### src/rtl/sg_tx_pkg.sv
package sg_tx_pkg;
    localparam int unsigned DW         = 32;
    localparam int unsigned FETCH_WDS  = 4;
    localparam int unsigned FLAG_SOF   = 27;
    localparam int unsigned FLAG_EOF   = 28;
    localparam int unsigned FLAG_DONE  = 31;

    localparam logic [1:0] RA_CUR    = 2'd0;
    localparam logic [1:0] RA_TAIL   = 2'd1;
    localparam logic [1:0] RA_CTRL   = 2'd2;
    localparam logic [1:0] RA_STATUS = 2'd3;

    typedef enum logic [2:0] {
        ST_IDLE,
        ST_FETCH,
        ST_CHECK,
        ST_RDATA,
        ST_EMIT,
        ST_WBACK
    } eng_state_e;

    typedef struct packed {
        logic [DW-1:0] nxt;
        logic [DW-1:0] buf_addr;
        logic [DW-1:0] len;
        logic [DW-1:0] flags;
    } desc_t;

    function automatic logic [DW-1:0] mark_done(input logic [DW-1:0] f);
        return f | (DW'(1) << FLAG_DONE);
    endfunction
endpackage

### src/rtl/sg_tx_regs.sv
module sg_tx_regs
    import sg_tx_pkg::*;
#(
    parameter int unsigned AW    = 32,
    parameter int unsigned CNT_W = 8
) (
    input  logic          clk,
    input  logic          rst,
    input  logic          reg_we,
    input  logic [1:0]    reg_addr,
    input  logic [DW-1:0] reg_wdata,
    output logic [DW-1:0] reg_rdata,
    input  logic          busy,
    input  logic          adv,
    input  logic [AW-1:0] adv_ptr,
    input  logic          err_set,
    input  logic          eop_done,
    output logic          start,
    output logic [AW-1:0] cur_ptr,
    output logic [AW-1:0] tail_ptr,
    output logic          irq
);
    localparam logic [CNT_W-1:0] CNT_MAX = '1;

    logic [AW-1:0]    cur_q, tail_q;
    logic             irq_en, err_q;
    logic [CNT_W-1:0] thr_q, cnt_q, cnt_base, thr_eff;
    logic             wr_cur, wr_tail, wr_ctrl, wr_stat, ack_irq, clr_err;

    assign wr_cur  = reg_we && reg_addr == RA_CUR;
    assign wr_tail = reg_we && reg_addr == RA_TAIL;
    assign wr_ctrl = reg_we && reg_addr == RA_CTRL;
    assign wr_stat = reg_we && reg_addr == RA_STATUS;
    assign ack_irq = wr_stat && reg_wdata[2];
    assign clr_err = wr_stat && reg_wdata[1];
    assign start   = wr_tail && !busy && !err_q;

    assign cnt_base = ack_irq ? '0 : cnt_q;
    assign thr_eff  = (thr_q == '0) ? CNT_W'(1) : thr_q;
    assign irq      = irq_en && (cnt_q >= thr_eff);

    always_ff @(posedge clk) begin
        if (rst) begin
            cur_q  <= '0;
            tail_q <= '0;
            irq_en <= 1'b0;
            thr_q  <= '0;
            cnt_q  <= '0;
            err_q  <= 1'b0;
        end else begin
            if (adv)
                cur_q <= adv_ptr;
            else if (wr_cur && !busy)
                cur_q <= reg_wdata[AW-1:0];
            if (wr_tail)
                tail_q <= reg_wdata[AW-1:0];
            if (wr_ctrl) begin
                irq_en <= reg_wdata[0];
                thr_q  <= reg_wdata[8 +: CNT_W];
            end
            if (eop_done && cnt_base != CNT_MAX)
                cnt_q <= cnt_base + CNT_W'(1);
            else
                cnt_q <= cnt_base;
            if (err_set)
                err_q <= 1'b1;
            else if (clr_err)
                err_q <= 1'b0;
        end
    end

    always_comb begin
        unique case (reg_addr)
            RA_CUR:  reg_rdata = DW'(cur_q);
            RA_TAIL: reg_rdata = DW'(tail_q);
            RA_CTRL: reg_rdata = DW'({thr_q, 7'd0, irq_en});
            default: reg_rdata = {{(DW-3){1'b0}}, irq, err_q, busy};
        endcase
    end

    assign cur_ptr  = cur_q;
    assign tail_ptr = tail_q;

    // software cannot move the current pointer during a walk
    a_r8_cur_engine_only: assert property (@(posedge clk) disable iff (rst)
        busy && !adv |=> $stable(cur_q));

    // interrupt holds until acknowledged (register writes excluded)
    a_r9_irq_holds: assert property (@(posedge clk) disable iff (rst)
        irq && !reg_we |=> irq);

    // no start while the error bit is set
    a_r10_err_blocks: assert property (@(posedge clk) disable iff (rst)
        err_q && !clr_err && !busy |=> !busy);
endmodule

### src/rtl/sg_tx_engine.sv
module sg_tx_engine
    import sg_tx_pkg::*;
#(
    parameter int unsigned AW = 32
) (
    input  logic          clk,
    input  logic          rst,
    input  logic          start,
    input  logic [AW-1:0] cur_ptr,
    input  logic [AW-1:0] tail_ptr,
    output logic          adv,
    output logic [AW-1:0] adv_ptr,
    output logic          busy,
    output logic          err_set,
    output logic          eop_done,
    output logic          mem_req,
    output logic          mem_we,
    output logic [AW-1:0] mem_addr,
    output logic [DW-1:0] mem_wdata,
    input  logic          mem_ack,
    input  logic [DW-1:0] mem_rdata,
    output logic [7:0]    tx_data,
    output logic          tx_valid,
    output logic          tx_sof,
    output logic          tx_eof,
    input  logic          tx_ready
);
    localparam int unsigned WI_W = $clog2(FETCH_WDS);

    eng_state_e      st;
    desc_t           d;
    logic [WI_W-1:0] widx;
    logic [AW-1:2]   rd_word;
    logic [1:0]      lane;
    logic [DW-1:0]   word, rem;
    logic            first, open;
    logic            f_sof, f_eof, bad, beat;

    assign f_sof = d.flags[FLAG_SOF];
    assign f_eof = d.flags[FLAG_EOF];
    assign bad   = (d.len == '0) || (!f_sof && !open);

    assign busy     = st != ST_IDLE;
    assign mem_req  = st == ST_FETCH || st == ST_RDATA || st == ST_WBACK;
    assign mem_we   = st == ST_WBACK;
    assign mem_wdata = mark_done(d.flags);
    assign tx_valid = st == ST_EMIT;
    assign tx_data  = word[8*lane +: 8];
    assign tx_sof   = tx_valid && first && f_sof;
    assign tx_eof   = tx_valid && f_eof && rem == DW'(1);
    assign beat     = tx_valid && tx_ready;
    assign err_set  = st == ST_CHECK && bad;
    assign eop_done = st == ST_WBACK && mem_ack && f_eof;
    assign adv      = st == ST_WBACK && mem_ack && cur_ptr != tail_ptr;
    assign adv_ptr  = d.nxt[AW-1:0];

    always_comb begin
        unique case (st)
            ST_FETCH: mem_addr = cur_ptr + {{(AW-WI_W-2){1'b0}}, widx, 2'b00};
            ST_RDATA: mem_addr = {rd_word, 2'b00};
            ST_WBACK: mem_addr = cur_ptr + AW'(12);
            default:  mem_addr = '0;
        endcase
    end

    always_ff @(posedge clk) begin
        if (rst) begin
            st      <= ST_IDLE;
            d       <= '0;
            widx    <= '0;
            rd_word <= '0;
            lane    <= '0;
            word    <= '0;
            rem     <= '0;
            first   <= 1'b0;
            open    <= 1'b0;
        end else begin
            unique case (st)
                ST_IDLE: if (start) begin
                    st   <= ST_FETCH;
                    widx <= '0;
                end
                ST_FETCH: if (mem_ack) begin
                    unique case (widx)
                        2'd0:    d.nxt      <= mem_rdata;
                        2'd1:    d.buf_addr <= mem_rdata;
                        2'd2:    d.len      <= mem_rdata;
                        default: d.flags    <= mem_rdata;
                    endcase
                    widx <= widx + 1'b1;
                    if (widx == WI_W'(FETCH_WDS - 1))
                        st <= ST_CHECK;
                end
                ST_CHECK: begin
                    if (bad) begin
                        st   <= ST_IDLE;
                        open <= 1'b0;
                    end else begin
                        st      <= ST_RDATA;
                        rd_word <= d.buf_addr[AW-1:2];
                        lane    <= d.buf_addr[1:0];
                        rem     <= d.len;
                        first   <= 1'b1;
                        if (f_sof) open <= 1'b1;
                    end
                end
                ST_RDATA: if (mem_ack) begin
                    word    <= mem_rdata;
                    rd_word <= rd_word + 1'b1;
                    st      <= ST_EMIT;
                end
                ST_EMIT: if (beat) begin
                    first <= 1'b0;
                    rem   <= rem - DW'(1);
                    lane  <= lane + 2'd1;
                    if (tx_eof) open <= 1'b0;
                    if (rem == DW'(1))
                        st <= ST_WBACK;
                    else if (lane == 2'd3)
                        st <= ST_RDATA;
                end
                ST_WBACK: if (mem_ack) begin
                    widx <= '0;
                    st   <= (cur_ptr == tail_ptr) ? ST_IDLE : ST_FETCH;
                end
                default: st <= ST_IDLE;
            endcase
        end
    end

    // an access holds until acknowledged
    a_r13_req_hold: assert property (@(posedge clk) disable iff (rst)
        mem_req && !mem_ack |=> mem_req && $stable(mem_addr) && $stable(mem_we));

    // stream byte holds under backpressure
    a_r12_tx_hold: assert property (@(posedge clk) disable iff (rst)
        tx_valid && !tx_ready |=> tx_valid && $stable(tx_data) && $stable(tx_sof) && $stable(tx_eof));

    // a rejected descriptor idles the engine with no traffic
    a_r10_err_halts: assert property (@(posedge clk) disable iff (rst)
        err_set |=> !busy && !mem_req && !tx_valid);

    // a start marker only on a descriptor's first byte
    a_r5_sof_first: assert property (@(posedge clk) disable iff (rst)
        beat |=> !tx_sof);
endmodule

### src/rtl/sg_tx_dma.sv
module sg_tx_dma
    import sg_tx_pkg::*;
#(
    parameter int unsigned AW    = 32,
    parameter int unsigned CNT_W = 8
) (
    input  logic          clk,
    input  logic          rst,
    input  logic          reg_we,
    input  logic [1:0]    reg_addr,
    input  logic [31:0]   reg_wdata,
    output logic [31:0]   reg_rdata,
    output logic          mem_req,
    output logic          mem_we,
    output logic [AW-1:0] mem_addr,
    output logic [31:0]   mem_wdata,
    input  logic          mem_ack,
    input  logic [31:0]   mem_rdata,
    output logic [7:0]    tx_data,
    output logic          tx_valid,
    output logic          tx_sof,
    output logic          tx_eof,
    input  logic          tx_ready,
    output logic          irq
);
    logic          start, adv, busy, err_set, eop_done;
    logic [AW-1:0] cur_ptr, tail_ptr, adv_ptr;

    sg_tx_regs #(.AW(AW), .CNT_W(CNT_W)) u_regs (
        .clk(clk), .rst(rst),
        .reg_we(reg_we), .reg_addr(reg_addr), .reg_wdata(reg_wdata), .reg_rdata(reg_rdata),
        .busy(busy), .adv(adv), .adv_ptr(adv_ptr), .err_set(err_set), .eop_done(eop_done),
        .start(start), .cur_ptr(cur_ptr), .tail_ptr(tail_ptr), .irq(irq)
    );

    sg_tx_engine #(.AW(AW)) u_eng (
        .clk(clk), .rst(rst),
        .start(start), .cur_ptr(cur_ptr), .tail_ptr(tail_ptr),
        .adv(adv), .adv_ptr(adv_ptr), .busy(busy), .err_set(err_set), .eop_done(eop_done),
        .mem_req(mem_req), .mem_we(mem_we), .mem_addr(mem_addr), .mem_wdata(mem_wdata),
        .mem_ack(mem_ack), .mem_rdata(mem_rdata),
        .tx_data(tx_data), .tx_valid(tx_valid), .tx_sof(tx_sof), .tx_eof(tx_eof),
        .tx_ready(tx_ready)
    );
endmodule

### config.mk
export PLATFORM = sky130hd
export DESIGN_NAME = sg_tx_dma
export DESIGN_NICKNAME = d
export VERILOG_FILES = /design/src/rtl/sg_tx_pkg.sv /design/src/rtl/sg_tx_regs.sv /design/src/rtl/sg_tx_engine.sv /design/src/rtl/sg_tx_dma.sv
export SDC_FILE = /design/constraint.sdc
export NUM_CORES = 1
export LEC_CHECK = 0
export ABC_CLOCK_PERIOD_IN_PS = 7200
export BUFFER_PORTS_ARGS = -buffer_cell sky130_fd_sc_hd__buf_4
export CORE_MARGIN = 3
export CORE_UTILIZATION = 45
export CTS_CLUSTER_SIZE = 12
export DETAILED_ROUTE_END_ITERATION = 8
export REMOVE_ABC_BUFFERS = 1
export SETUP_SLACK_MARGIN = 0.15
export SLEW_MARGIN = 20
export SYNTH_ARGS = -nofsm -noshare
export SYNTH_HDL_FRONTEND = slang
export SYNTH_SLANG_ARGS = --single-unit
### constraint.sdc
create_clock -name clk -period 7.2 [get_ports clk]
set_clock_uncertainty 0.05 [all_clocks]
set_input_delay 0.72 -clock clk [delete_from_list [all_inputs] [get_ports clk]]
set_output_delay 0.72 -clock clk [all_outputs]
set_load 0.05 [all_outputs]
==> summary.md <==
| Metric | Value |
|---|---|
| Outcome | completed |
| Sequential-to-total area share from yosys stat | 0.398 |
| GPL Wtd Cong | approximately 0.91 |
| Peak supply drop | ~200 uV |
| Initial antenna violation count | 1 |
| Initial Util | 0.462 |
| Switching Fraction | 0.272 |
| Core area | 0.0340 mm^2 |
| Nets | 2,233 |
| Number of synthesized register bits | 312 |
| DRC | 0 |
| # IOs | 181 |
| Final hold vios | 0 |
| Total negative setup slack | 0 ns |
| RSZ-0062 raised after global routing | no |
| # hold bufs at CTS | 0 |
| Vias in the first global route | 13,900 |
| Clk slew on worst S/H paths | 0.06 ns |
| TritonCTS buffer count | 37 |
| Flop pwr share | 0.427 |
| Maximum clock frequency | 222 MHz |
| Tightest Hold Check Type | flip-flop to flip-flop |
| Tcrit/Tclk final | 0.625 |
| TritonCTS Sinks | 312 |
| Number of flops mapped to enable cells by yosys | 0 |
| Primary FF master, synth | dfxtp_1 |
| Post-route ant nets | 0 |
| Post-place instance area | 0.0169 mm^2 |
| Internal | 0.00313 W |
| Maximum Capacitance Violations | 0 |
| Root Driver | clkbuf_16 |
| Slew @ Worst Pin | between 1 and 1.5 ns |
| Critical path required time | approximately 6.4 ns |
| Crit end category | output pin |
| Clk_lat worst skew | 0.52 ns |
| Clock Path Buffers | 3 |
| GRT Util Overall | 0.282 |
| Yosys warns | 0 |
| # setup viols final | 0 |
| Die area | 0.0371 mm^2 |
| Leak pwr | 6.91 nW |
| Synth Instances | 2,099 |
| Mean routed wirelength per cell | 20.6 um |
| Synthesized cell area | about 0.016 mm^2 |
| Diode count | 0 |
| Drt first-iter violations | roughly 1,300 |
| Post-route design area | 0.0182 mm^2 |
| Max Slew Vio Count | 0 |
| Share of post-route cells with drive strength above 1 | 0.136 |
| Clock share of power | 0.448 |
| FFs w/ async S/R, synth | 0 |
| Final total power | between 0.004 and 0.005 W |
| Crit path DAT | 3.73 ns |
| Fillers | 3,310 |
| H-tree Lvls | 2 |
| Avg Inst Size Synth | 7.47 um^2 |
| Cell Rows | 67 |
| CP max FO | 9 |
| Post-cts resize count | 0 |
| Synth cell types | 70 |
| First-pass GRT wire length | a little over 80,000 um |
| DR vias/cell | 5.72 |
| Final min period | 4.50 ns |
| Worst slew margin | 0.289 |
| Port bufs | 179 |
| Die H | 193 um |
| Die W | 193 um |
| Crit path launch type | flip-flop |
| TritonCTS clock tree | done |
| WL final | 53,900 um |
| Layout area overhead | 15.9% |
| Power Density | 237 mW/mm^2 |
| Remaining Overflow, GRT | 0 |
| P_sw | around 0.0012 W |
| Crit Path Class | flip-flop to output pin |
| Fin util | 0.535 |
| Largest net degree at the start of global routing | between 200 and 250 |
| Comb power frac | 0.125 |
| Post-DP HPWL | 35,800 um |
| Via count | 15,000 |
| Post-CTS Setup Inserts | 0 |
| Pre-Repair DR Iteration Count | 5 |
[state kept, by name (all words and copies together) (netlist names)]
register and flops:
u_eng.d 64, u_eng.adv_ptr 32, u_eng.rem 32, u_eng.word 32, u_regs.cur_ptr 32, u_regs.tail_ptr 32, u_eng.mem_wdata 31, u_eng.rd_word 30
u_regs.cnt_q 8, u_regs.thr_q 8, u_eng.st 3, u_eng.lane 2, u_eng.widx 2, u_eng.first 1, u_eng.open 1, u_regs.err_q 1
u_regs.irq_en 1
[logic make-up (layout without fill, tap and decap cells)]
kind of cell,count (synthesis),after routing,share of synthesized area
other cells,1,1,0.000239
mux,73,73,0.0539
fa+ha+maj,21,21,0.0172
compound gates,517,517,0.189
buf+inv,220,288,0.0616
xor+xnor,67,67,0.0374
simple gates,888,888,0.242
flops,312,312,0.398
[cell usage in the layout (no fill, tap or decap), types with 25 or more instances in the layout]
| cell | n |
|---|---|
| nand3_1 | 25 |
| o21ai_0 | 75 |
| inv_1 | 26 |
| xor2_1 | 47 |
| clkbuf_16 | 38 |
| nand2_1 | 580 |
| mux2i_1 | 62 |
| dfxtp_1 | 312 |
| a211oi_1 | 39 |
| nor4_1 | 28 |
| nor2_1 | 122 |
| a21oi_1 | 283 |
| o21ai_1 | 26 |
| buf_4 | 194 |
[cell type report]
class,count,area (um^2),area share
clock buffers,55,1120,0.0619
clock inverters,10,140,0.00771
inverters,27,101,0.00558
multi-input cells,1567,8510,0.468
flip-flops and latches,312,6250,0.344
well taps,448,561,0.0308
repair buffers,196,1490,0.0821
[through the flow]
stage	setup WS (ns)	instances	hold WS, ns
3_5_place_dp	3.29	2550	0.396
4_1_cts	2.73	2615	0.403
2_1_floorplan	2.64	1906	0.377
3_3_place_gp	3.36	2550	0.390
5_1_grt	2.43	2615	0.417
6_report	2.70	2615	0.401
[power by group through the flow]
stage	registers, W	logic [W]	clock network (W)
2_1_floorplan	0.00185	0.000295	0
3_3_place_gp	0.00187	0.000529	0
3_5_place_dp	0.00187	0.000530	0
4_1_cts	0.00184	0.000531	0.00196
5_1_grt	0.00184	0.000579	0.00203
6_report	0.00184	0.000536	0.00193
[cell usage after synthesis (20+ instances only)]
| cell type | instances | area share |
|---|---|---|
| nor2_1 | 124 | 0.030 |
| xnor2_1 | 20 | 0.011 |
| o21ai_1 | 26 | 0.0083 |
| clkbuf_1 | 131 | 0.031 |
| mux2i_1 | 62 | 0.040 |
| nor4_1 | 28 | 0.011 |
| nor3_1 | 20 | 0.0064 |
| a21oi_1 | 284 | 0.091 |
| nand3_1 | 26 | 0.0083 |
| buf_4 | 32 | 0.015 |
| xor2_1 | 47 | 0.026 |
| dfxtp_1 | 312 | 0.40 |
| ha_1 | 20 | 0.016 |
| inv_1 | 26 | 0.0062 |
| nand2_1 | 584 | 0.14 |
| a211oi_1 | 39 | 0.019 |
| o21ai_0 | 75 | 0.024 |
[metal layers]
layer / share of wire / track usage / vias up
met5: 0.00024 / 0 / -
met4: 0.034 / 0.0975 / 2
met3: 0.079 / 0.0516 / 95
met2: 0.44 / 0.438 / 514
met1: 0.45 / 0.395 / 7118
li1: - / - / 7229
[worst max-delay path, stage by stage, from the launching register on]
cell,delay [ns]
dfxtp_1,0.47
nor2b_1,0.27
and2_1,0.24
or2_2,0.13
ha_1,0.15
inv_1,0.05
fa_1,0.48
or2_0,0.25
or4_1,0.59
nor2_1,0.15
xnor2_1,0.08
o21ai_1,0.13
buf_4,0.23
[worst paths after layout]
path	startpoint	end	slack, ns	cells after the start
worst min-delay path	u_eng.word[16]	u_eng.word[16]	0.40	2
worst max-delay path	u_eng.st[0]	mem_addr[24]	2.70	12
worst min register to register	u_eng.word[16]	u_eng.word[16]	0.40	2
worst max register to register	u_eng.st[0]	u_eng.rem[28]	4.10	8
Note: power is estimated with default switching activity, not from simulation.
